==> config.mk <==
export PLATFORM = sky130hd
export DESIGN_NAME = tx_underrun_fifo
export DESIGN_NICKNAME = d
export VERILOG_FILES = /design/src/rtl/txu_pkg.sv /design/src/rtl/txu_fifo.sv /design/src/rtl/txu_err.sv /design/src/rtl/txu_csr.sv /design/src/rtl/tx_underrun_fifo.sv
export SDC_FILE = /design/constraint.sdc
export NUM_CORES = 1
export LEC_CHECK = 0
export BUFFER_PORTS_ARGS = -buffer_cell sky130_fd_sc_hd__clkbuf_2
export CAP_MARGIN = 25
export CORE_ASPECT_RATIO = 1.4
export CORE_MARGIN = 2
export CORE_UTILIZATION = 55
export CTS_BUF_LIST = sky130_fd_sc_hd__clkbuf_4
export DETAILED_ROUTE_END_ITERATION = 8
export GPL_ROUTABILITY_DRIVEN = 0
export HOLD_SLACK_MARGIN = 0.05
export PLACE_DENSITY_LB_ADDON = 0.08
export SETUP_SLACK_MARGIN = 0.05
export SKIP_LAST_GASP = 1
export SLEW_MARGIN = 0
export SYNTH_ARGS = -nofsm -noshare
export SYNTH_HDL_FRONTEND = slang
export SYNTH_SLANG_ARGS = --single-unit
==> constraint.sdc <==
create_clock -name clk_i -period 8.2 [get_ports clk_i]
set_input_delay 0.41 -clock clk_i [delete_from_list [all_inputs] [get_ports clk_i]]
set_output_delay 0.41 -clock clk_i [all_outputs]
set_load 0.005 [all_outputs]
==> src/rtl/txu_pkg.sv <==
package txu_pkg;
  localparam int unsigned REG_W   = 32;
  localparam int unsigned ERR_BIT = 4;
  localparam int unsigned IE_BIT  = 3;
  typedef enum logic {SEL_STATUS = 1'b0, SEL_CTRL = 1'b1} csr_sel_e;
endpackage

==> src/rtl/txu_fifo.sv <==
module txu_fifo #(
  parameter int unsigned DW    = 20,
  parameter int unsigned DEPTH = 16
) (
  input  logic          clk_i,
  input  logic          rst_ni,
  input  logic          push_i,
  input  logic [DW-1:0] data_i,
  input  logic          pop_i,
  output logic          full_o,
  output logic          empty_o,
  output logic          underrun_o,
  output logic [DW-1:0] sample_o
);
  localparam int unsigned AW = $clog2(DEPTH);

  logic [DW-1:0] mem_q [DEPTH];
  logic [AW:0]   wr_q, rd_q;
  logic [DW-1:0] last_q;
  logic          push_ok, pop_ok;

  assign empty_o    = (wr_q == rd_q);
  assign full_o     = (wr_q[AW] != rd_q[AW]) && (wr_q[AW-1:0] == rd_q[AW-1:0]);
  assign push_ok    = push_i && !full_o;
  assign pop_ok     = pop_i && !empty_o;
  assign underrun_o = pop_i && empty_o;
  assign sample_o   = last_q;

  always_ff @(posedge clk_i) begin
    if (push_ok) mem_q[wr_q[AW-1:0]] <= data_i;
  end

  always_ff @(posedge clk_i or negedge rst_ni) begin
    if (!rst_ni) begin
      wr_q   <= '0;
      rd_q   <= '0;
      last_q <= '0;
    end else begin
      if (push_ok) wr_q <= wr_q + 1'b1;
      if (pop_ok) begin
        rd_q   <= rd_q + 1'b1;
        last_q <= mem_q[rd_q[AW-1:0]];
      end
    end
  end

  initial assert (DEPTH == (1 << AW)) else $error("DEPTH must be a power of two");

  assert_hold_on_underrun_R2: assert property (@(posedge clk_i) disable iff (!rst_ni)
    underrun_o |=> $stable(sample_o));
  assert_rd_frozen_R3: assert property (@(posedge clk_i) disable iff (!rst_ni)
    underrun_o |=> $stable(rd_q));
  assert_wr_frozen_R3: assert property (@(posedge clk_i) disable iff (!rst_ni)
    (underrun_o && !push_i) |=> $stable(wr_q));
  assert_drop_when_full_R8: assert property (@(posedge clk_i) disable iff (!rst_ni)
    (full_o && !pop_i) |=> $stable(wr_q) && full_o);
endmodule

==> src/rtl/txu_err.sv <==
module txu_err (
  input  logic clk_i,
  input  logic rst_ni,
  input  logic underrun_i,
  input  logic clr_i,
  input  logic ie_wr_i,
  input  logic ie_d_i,
  output logic err_o,
  output logic ie_o,
  output logic irq_o
);
  logic err_q, ie_q, irq_q;

  always_ff @(posedge clk_i or negedge rst_ni) begin
    if (!rst_ni) begin
      err_q <= 1'b0;
      ie_q  <= 1'b0;
      irq_q <= 1'b0;
    end else begin
      // set has priority over a same-cycle clear
      if (underrun_i)  err_q <= 1'b1;
      else if (clr_i)  err_q <= 1'b0;
      if (ie_wr_i)     ie_q  <= ie_d_i;
      irq_q <= ie_q & err_q;
    end
  end

  assign err_o = err_q;
  assign ie_o  = ie_q;
  assign irq_o = irq_q;

  assert_flag_set_R1: assert property (@(posedge clk_i) disable iff (!rst_ni)
    underrun_i |=> err_q);
  assert_flag_sticky_R4: assert property (@(posedge clk_i) disable iff (!rst_ni)
    (err_q && !clr_i) |=> err_q);
  assert_irq_gated_R5: assert property (@(posedge clk_i) disable iff (!rst_ni)
    !ie_q |=> !irq_q);
endmodule

==> src/rtl/txu_csr.sv <==
module txu_csr
  import txu_pkg::*;
(
  input  logic             we_i,
  input  logic             sel_i,
  input  logic [REG_W-1:0] wdata_i,
  input  logic             err_i,
  input  logic             ie_i,
  output logic             clr_o,
  output logic             ie_wr_o,
  output logic             ie_d_o,
  output logic [REG_W-1:0] rdata_o
);
  logic unused_wdata;
  assign unused_wdata = ^{wdata_i[REG_W-1:ERR_BIT+1], wdata_i[IE_BIT-1:0]};

  assign clr_o   = we_i && (sel_i == SEL_STATUS) && wdata_i[ERR_BIT];
  assign ie_wr_o = we_i && (sel_i == SEL_CTRL);
  assign ie_d_o  = wdata_i[IE_BIT];

  always_comb begin
    rdata_o = '0;
    if (sel_i == SEL_CTRL) rdata_o[IE_BIT]  = ie_i;
    else                   rdata_o[ERR_BIT] = err_i;
  end
endmodule

==> src/rtl/tx_underrun_fifo.sv <==
module tx_underrun_fifo
  import txu_pkg::*;
#(
  parameter int unsigned DW    = 20,
  parameter int unsigned DEPTH = 16
) (
  input  logic             clk_i,
  input  logic             rst_ni,
  input  logic             push_i,
  input  logic [DW-1:0]    push_data_i,
  output logic             full_o,
  output logic             empty_o,
  input  logic             pop_i,
  output logic [DW-1:0]    sample_o,
  input  logic             csr_we_i,
  input  logic             csr_sel_i,
  input  logic [REG_W-1:0] csr_wdata_i,
  output logic [REG_W-1:0] csr_rdata_o,
  output logic             irq_o
);
  logic underrun, clr, ie_wr, ie_d, err, ie;

  txu_fifo #(.DW(DW), .DEPTH(DEPTH)) u_fifo (
    .clk_i, .rst_ni, .push_i, .data_i(push_data_i), .pop_i,
    .full_o, .empty_o, .underrun_o(underrun), .sample_o
  );

  txu_csr u_csr (
    .we_i(csr_we_i), .sel_i(csr_sel_i), .wdata_i(csr_wdata_i),
    .err_i(err), .ie_i(ie), .clr_o(clr), .ie_wr_o(ie_wr), .ie_d_o(ie_d),
    .rdata_o(csr_rdata_o)
  );

  txu_err u_err (
    .clk_i, .rst_ni, .underrun_i(underrun), .clr_i(clr),
    .ie_wr_i(ie_wr), .ie_d_i(ie_d), .err_o(err), .ie_o(ie), .irq_o
  );
endmodule

== After elaboration in Yosys (flattened, before gate mapping) ==
Memory sizes are Yosys's and may differ from the RTL's. A register that Yosys moved wholly into a read port is not among the register bits.
Cells that the tools add are included.

* Add/sub/neg operators: 2
* Eq/ne operators: 3
* Mux-type cells: 6
* Bitwise operators: 2
* Reduce and logical (&&, ||, !) cells: 11

{| class="wikitable"
|+ Operator list
! operator !! count
|-
| $add 5x1->5 const B || 2
|-
| $logic_and 1x1->1 || 7
|-
| $mux 1 || 6
|-
| $eq 5x5->1 || 1
|-
| $eq 4x4->1 || 1
|-
| $logic_not 1->1 || 3
|-
| $reduce_bool 2->1 || 1
|-
| $and 1x1->1 || 1
|-
| $ne 1x1->1 || 1
|-
| $not 1->1 || 1
|}

* Flip-flop bits (word level): 13
* RAM bits: 320
* Output and inout port bits: 55
* Memories kept: 1

{| class="wikitable"
|+ Memories
! memory !! depth !! width !! read ports !! clocked after memory_dff !! wr ports !! line !! text
|-
| u_fifo.mem_q || 16 || 20 || 1 || 1 || 1 || txu_fifo.sv:17 || <nowiki>logic [DW-1:0] mem_q [DEPTH];</nowiki>
|}

== Logic depth before layout (Yosys ltp) ==
* Word-level depth: 6
* Gate-level depth with buffers: 7
* Mapped depth without buffers: 4

== By module ==
A second synthesis with hierarchy kept.

* Cells, all modules: 714
* Area total of the unflattened synthesis: 14109.8 um^2

{| class="wikitable"
|+ By module, submodules not included
! module !! instances !! cells an instance !! area an instance (um^2) !! sequential area each (um^2)
|-
| txu_fifo || 1 || 671 || 13735.7 || 10359.9
|-
| txu_csr || 1 || 36 || 266.5 || 0.0
|-
| txu_err || 1 || 7 || 107.6 || 75.1
|}

== Worst setup path before layout ==
OpenSTA, ideal clock, no wires.

* Path type: reg2reg
* From: register u_fifo.wr_q[3]
* To: memory u_fifo.mem_q[3][0] (enable)
* Arrival: 2521 ps
* Required time: 7778 ps
* Setup slack: 5257 ps
* Cell stages (with the launch flop): 6
* Buffers on the path: 1
* Clock period less this slack: 2943 ps
* Cell sequence: dfrtp_1 -> clkbuf_1 -> xnor2_1 -> nand4_1 -> o211ai_1 -> nor3_1

* Longest elaborated chain between the ends: 6

{| class="wikitable"
|+ RTL lines
! what !! line !! text
|-
| from (decl) || txu_fifo.sv:18 || <nowiki>logic [AW:0] wr_q, rd_q;</nowiki>
|-
| from (signal assigned) || txu_fifo.sv:39 || <nowiki>if (push_ok) wr_q <= wr_q + 1'b1;</nowiki>
|-
| $eq 4x4->1 || txu_fifo.sv:23 || <nowiki>assign full_o = (wr_q[AW] != rd_q[AW]) && (wr_q[AW-1:0] == rd_q[AW-1:0]);</nowiki>
|-
| $logic_and 1x1->1 || txu_fifo.sv:23 ||
|-
| $logic_not 1->1 || txu_fifo.sv:24 || <nowiki>assign push_ok = push_i && !full_o;</nowiki>
|-
| $logic_and 1x1->1 || txu_fifo.sv:24 ||
|-
| $mux 1 || txu_fifo.sv:30 || <nowiki>if (push_ok) mem_q[wr_q[AW-1:0]] <= data_i;</nowiki>
|-
| $mux 1 (not written as such) || txu_fifo.sv:30 ||
|-
| to (decl) || txu_fifo.sv:17 ||
|}

Parallel ways exist; a longest one is shown, timed or not.

== Worst setup path in the final report ==
* From: register u_fifo.rd_q[1]
* To: memory u_fifo.mem_q[11][8] (enable)

* Longest elaborated chain between the ends: 6

{| class="wikitable"
|+ RTL lines
! what !! line !! text
|-
| from (decl) || txu_fifo.sv:18 ||
|-
| from (signal assigned) || txu_fifo.sv:41 || <nowiki>rd_q <= rd_q + 1'b1;</nowiki>
|-
| $eq 4x4->1 || txu_fifo.sv:23 ||
|-
| $logic_and 1x1->1 || txu_fifo.sv:23 ||
|-
| $logic_not 1->1 || txu_fifo.sv:24 ||
|-
| $logic_and 1x1->1 || txu_fifo.sv:24 ||
|-
| $mux 1 || txu_fifo.sv:30 ||
|-
| $mux 1 (not written as such) || txu_fifo.sv:30 ||
|}

No other way between the ends.

==> results_tabular.tex <==
\begin{tabular}{lr}
\hline
Metric & Value \\
\hline
\multicolumn{2}{l}{\textbf{Status}} \\
\quad Status & complete, no violations \\
\multicolumn{2}{l}{\textbf{GRT}} \\
\quad Vias in the first global route & 7583 \\
\quad Total Routing Usage GR & 23.0\% \\
\quad Maximum number of pins on one net before global-route repair & 67 \\
\quad Global-route wire length before repair & 45200 um \\
\quad Initial antenna violation count & 1 \\
\quad Gr ovfl total & 0 \\
\multicolumn{2}{l}{\textbf{Floorplanning}} \\
\quad Total Die Area & 26900 sq um \\
\quad Initial Util & between 50\% and 60\% \\
\quad Chip width & 139 um \\
\quad Core Footprint & 25300 sq um \\
\quad IO Pins & around 110 \\
\quad Overall die height & 193 um \\
\quad Core Rows & between 60 and 70 \\
\multicolumn{2}{l}{\textbf{Synth}} \\
\quad Share of synthesized flip-flops with an asynchronous set or reset & under 10\% \\
\quad Average cell area after synthesis & 19.8 sq um \\
\quad Leading cell types by count after synthesis & sky130\_fd\_sc\_hd\_\_edfxtp\_1 (320), sky130\_fd\_sc\_hd\_\_mux2i\_1 (80), sky130\_fd\_sc\_hd\_\_mux2\_2 (43), sky130\_fd\_sc\_hd\_\_dfrtp\_1 (33), sky130\_fd\_sc\_hd\_\_buf\_4 (30) \\
\quad Most frequent cell after synthesis & sky130\_fd\_sc\_hd\_\_edfxtp\_1 \\
\quad Unique cell type count in the Yosys netlist & 31 \\
\quad Proportion of synthesized chip area in sequential cells & 74.1\% \\
\quad Post-synth design cell area & 14100 sq um \\
\quad Synth Warn \# & 0 \\
\quad Area share of the leading cell type in the synthesized netlist & 68.2\% \\
\quad Top FF cell, synth & sky130\_fd\_sc\_hd\_\_edfxtp\_1 \\
\quad Ranking of synthesized cells by area & sky130\_fd\_sc\_hd\_\_edfxtp\_1 (68\%), sky130\_fd\_sc\_hd\_\_dfrtp\_1 (5.9\%), sky130\_fd\_sc\_hd\_\_mux2i\_1 (5.7\%) \\
\quad Number of enable-type register cells in the synthesized netlist & 320 \\
\quad Library cell with the largest summed area after synthesis & sky130\_fd\_sc\_hd\_\_edfxtp\_1 \\
\quad Synth Register Bits & 353 \\
\quad Syn Inst Count & 711 \\
\multicolumn{2}{l}{\textbf{Route}} \\
\quad Length of the first detailed-routing pass in iterations & 5 \\
\quad Average detailed-routed wire length per instance & 24.5 um \\
\quad Count of vias placed by the detailed router & between 7000 and 8000 \\
\quad DR iter-0 viols & between 300 and 400 \\
\quad Remaining DRCs & 0 \\
\quad Final wirelength & approximately 30000 um \\
\quad Detail-routed via count per cell & about 5.8 \\
\quad Final antenna-violating net count & 0 \\
\multicolumn{2}{l}{\textbf{CTS}} \\
\quad Depth of the CTS H-tree & 3 \\
\quad Insertion delay of the later-clocked pin in the worst-skew pair & about 690 ps \\
\quad CTS tree & built \\
\quad Post-CTS clock slew at the launch and capture registers of the worst setup and hold paths & 70 ps \\
\quad Cts repair resizes & 0 \\
\quad Number of buffers on the longest clock path & 3 \\
\quad Sinks on Clock Net & 353 \\
\quad Clock buffer count from CTS & 82 \\
\quad Clock root cell & sky130\_fd\_sc\_hd\_\_clkbuf\_4 \\
\multicolumn{2}{l}{\textbf{Timing}} \\
\quad Skew final & approximately 32 ps \\
\quad Unrepaired setup endpoints after global routing & false \\
\quad Minimum period implied by the final worst setup slack & 3320 ps \\
\quad Max Transition Viols Final & 0 \\
\quad Accumulated negative setup slack & 0 ps \\
\quad Number of endpoints with negative hold slack in the final report & 0 \\
\quad Period utilisation layout & approximately two fifths \\
\quad Timing-limited maximum frequency & 301 MHz \\
\quad Total setup violations reported at the end of the flow & 0 \\
\quad Actual slew at the worst max-slew pin & 928 ps \\
\quad Max transition margin & a little under two fifths \\
\multicolumn{2}{l}{\textbf{Hold path}} \\
\quad Type of the tightest min-delay check & input port to async pin \\
\multicolumn{2}{l}{\textbf{Worst setup path}} \\
\quad Critical path class & register to register \\
\quad Crit path DAT & $\sim$3700 ps \\
\quad Peak fanout along the critical path & 47 \\
\quad Start of the worst register-to-register path & u\_fifo.rd\_q[1] \\
\quad Cell count of the worst reg-to-reg path & 6 \\
\quad Critical path required time & 8560 ps \\
\quad Worst reg2reg path endpoint & u\_fifo.mem\_q[11][8] \\
\quad Nature of the critical path startpoint & register \\
\quad Minimum setup slack among reg-to-reg paths & between 4000 and 5000 ps \\
\quad Sort of element at the end of the critical path & register \\
\multicolumn{2}{l}{\textbf{Pwr}} \\
\quad Gate power share & 30.4\% \\
\quad Psw & approximately 1700 uW \\
\quad Portion of total power attributed to the clock network & 26.8\% \\
\quad Leak Pwr & 0.00577 uW \\
\quad Internal power consumption & 3770 uW \\
\quad Net Sw Frac & between 30\% and 40\% \\
\quad Power share of the sequential group & between 40\% and 50\% \\
\quad Cell area power density & between 300 and 400 nW/um\^{}2 \\
\quad Max IR drop VDD & 0.000399 V \\
\multicolumn{2}{l}{\textbf{Place}} \\
\quad Count of input and output buffers & 52 \\
\quad Placement-stage cell area & between 10000 and 15000 sq um \\
\quad Total half-perimeter wirelength after legalization and detailed placement & 16400 um \\
\multicolumn{2}{l}{\textbf{Finish}} \\
\quad Area of all placed cells without fillers & 15900 sq um \\
\quad Register area & 10400 sq um \\
\quad Post-synthesis to final-layout area growth & 12.9\% \\
\quad Layout net count & 902 \\
\quad Ratio of cells with drive above 1 in the final layout & 31.8\% \\
\quad Area taken by multi-input logic gates & approximately 3300 sq um \\
\quad Filler cell count in the final layout & 1842 \\
\multicolumn{2}{l}{\textbf{Run}} \\
\quad Maximum capacitance violations & 0 \\
\hline
\end{tabular}
-- state kept, by name, summed over array words and instances (netlist names) --
name / flops
u_err.ie_o: 1
u_fifo.sample_o: 20
u_fifo.rd_q: 5
u_err.err_o: 1
u_fifo.wr_q: 5
u_fifo.mem_q: 320
u_err.irq_o: 1
-- cell type report --
cell class,instances,share of cell area [%]
timing repair buffer,85,3.64
antenna,2,0.0315
clock buffer,127,5.99
clock inverter,24,1.09
tap,319,2.51
inverter,3,0.0708
sequential,353,65.6
multi-input combinational,314,21.0
-- cell usage in the layout, fill, tap and decap left out, types with 2 or more instances in the layout --
| cell type | netlist | routed |
|---|---|---|
| sky130_fd_sc_hd__conb_1 | 1 | 30 |
| sky130_fd_sc_hd__buf_4 | 30 | 18 |
| sky130_fd_sc_hd__xnor2_1 | 13 | 13 |
| sky130_fd_sc_hd__a221oi_1 | 20 | 20 |
| sky130_fd_sc_hd__and2_1 | 4 | 4 |
| sky130_fd_sc_hd__inv_1 | 3 | 3 |
| sky130_fd_sc_hd__clkbuf_2 | 0 | 52 |
| sky130_fd_sc_hd__bufinv_16 | 0 | 3 |
| sky130_fd_sc_hd__diode_2 | 0 | 2 |
| sky130_fd_sc_hd__edfxtp_1 | 320 | 320 |
| sky130_fd_sc_hd__ha_1 | 5 | 5 |
| sky130_fd_sc_hd__mux4_2 | 22 | 22 |
| sky130_fd_sc_hd__o2111ai_1 | 2 | 2 |
| sky130_fd_sc_hd__mux4_1 | 18 | 18 |
| sky130_fd_sc_hd__clkinv_2 | 0 | 3 |
| sky130_fd_sc_hd__o211ai_1 | 4 | 4 |
| sky130_fd_sc_hd__mux2_2 | 43 | 43 |
| sky130_fd_sc_hd__clkbuf_4 | 0 | 127 |
| sky130_fd_sc_hd__a22oi_1 | 20 | 20 |
| sky130_fd_sc_hd__nor2_1 | 4 | 4 |
| sky130_fd_sc_hd__nor2b_1 | 7 | 3 |
| sky130_fd_sc_hd__clkinv_1 | 0 | 16 |
| sky130_fd_sc_hd__mux2i_1 | 80 | 80 |
| sky130_fd_sc_hd__nor2b_2 | 0 | 3 |
| sky130_fd_sc_hd__inv_2 | 0 | 2 |
| sky130_fd_sc_hd__and3_2 | 0 | 6 |
| sky130_fd_sc_hd__and3_1 | 14 | 8 |
| sky130_fd_sc_hd__dlygate4sd3_1 | 0 | 11 |
| sky130_fd_sc_hd__a22o_1 | 21 | 21 |
| sky130_fd_sc_hd__dfrtp_1 | 33 | 31 |
-- timing repair --
action                                 CTS  global route
endpoints found under the hold margin   57             0
hold buffers                            11             0
buffers inserted                         0             0
-- power groups by stage --
| stage | logic, uW | clock network [uW] | registers (uW) |
|---|---|---|---|
| finish | 1650 | 1460 | 2320 |
| global route | 1780 | 1590 | 2340 |
| CTS | 1650 | 1500 | 2330 |
| detailed placement | 1640 | 0 | 2360 |
| global placement | 1600 | 0 | 2350 |
| floorplan | 1180 | 0 | 2320 |
-- per-stage QoR --
step	setup slack, ps	hold slack (ps)	utilization, %	power [uW]	cells
2_1_floorplan	5260	114	-	3500	740
3_3_place_gp	4680	485	57.7	3950	1059
3_5_place_dp	4640	497	57.7	4000	1060
4_1_cts	4610	52.0	62.6	5480	1222
5_1_grt	4630	58.9	62.9	5720	1227
6_report	4880	92.0	62.9	5430	1227
-- critical path, cell delays in order (launching register included) --
cell	delay, ps
sky130_fd_sc_hd__dfrtp_2	340
sky130_fd_sc_hd__buf_4	700
sky130_fd_sc_hd__xnor2_1	150
sky130_fd_sc_hd__nand4_1	370
sky130_fd_sc_hd__o211ai_1	310
sky130_fd_sc_hd__nor2b_2	690
sky130_fd_sc_hd__buf_4	390
-- worst max path at each step --
| stage | endpoint | slack, ps | from |
|---|---|---|---|
| final | u_fifo.mem_q[11][8] | 4880 | u_fifo.rd_q[1] |
| after global placement | u_fifo.mem_q[3][4] | 4680 | u_fifo.rd_q[1] |
| after CTS | u_fifo.mem_q[3][18] | 4610 | u_fifo.rd_q[1] |
| after floorplan | u_fifo.mem_q[3][0] | 5260 | u_fifo.wr_q[3] |
| after global routing | u_fifo.mem_q[11][10] | 4630 | u_fifo.rd_q[1] |
| after detailed placement | u_fifo.mem_q[3][4] | 4640 | u_fifo.rd_q[1] |
-- layer usage --
metal | global-route usage (%) | up-vias | routed length [um]
met5 | 0 | - | 0
met4 | 10.2 | 0 | 911
met3 | 5.35 | 57 | 1670
met2 | 38.7 | 262 | 15600
met1 | 28.7 | 3624 | 11900
li1 | - | 3166 | -
-- cell families after synthesis --
family                     after synthesis  share of synthesized area [%]
buffers and inverters                   73                           3.14
and+or+nand+nor                         33                           1.38
AOI/OAI and AO/OA                       69                           4.04
adders and majority gates                5                          0.444
muxes                                  163                           16.0
xor gates and xnor gates                14                          0.871
other                                    1                         0.0266
DFF                                    353                           74.1
Power figures use the tool's default switching activity.
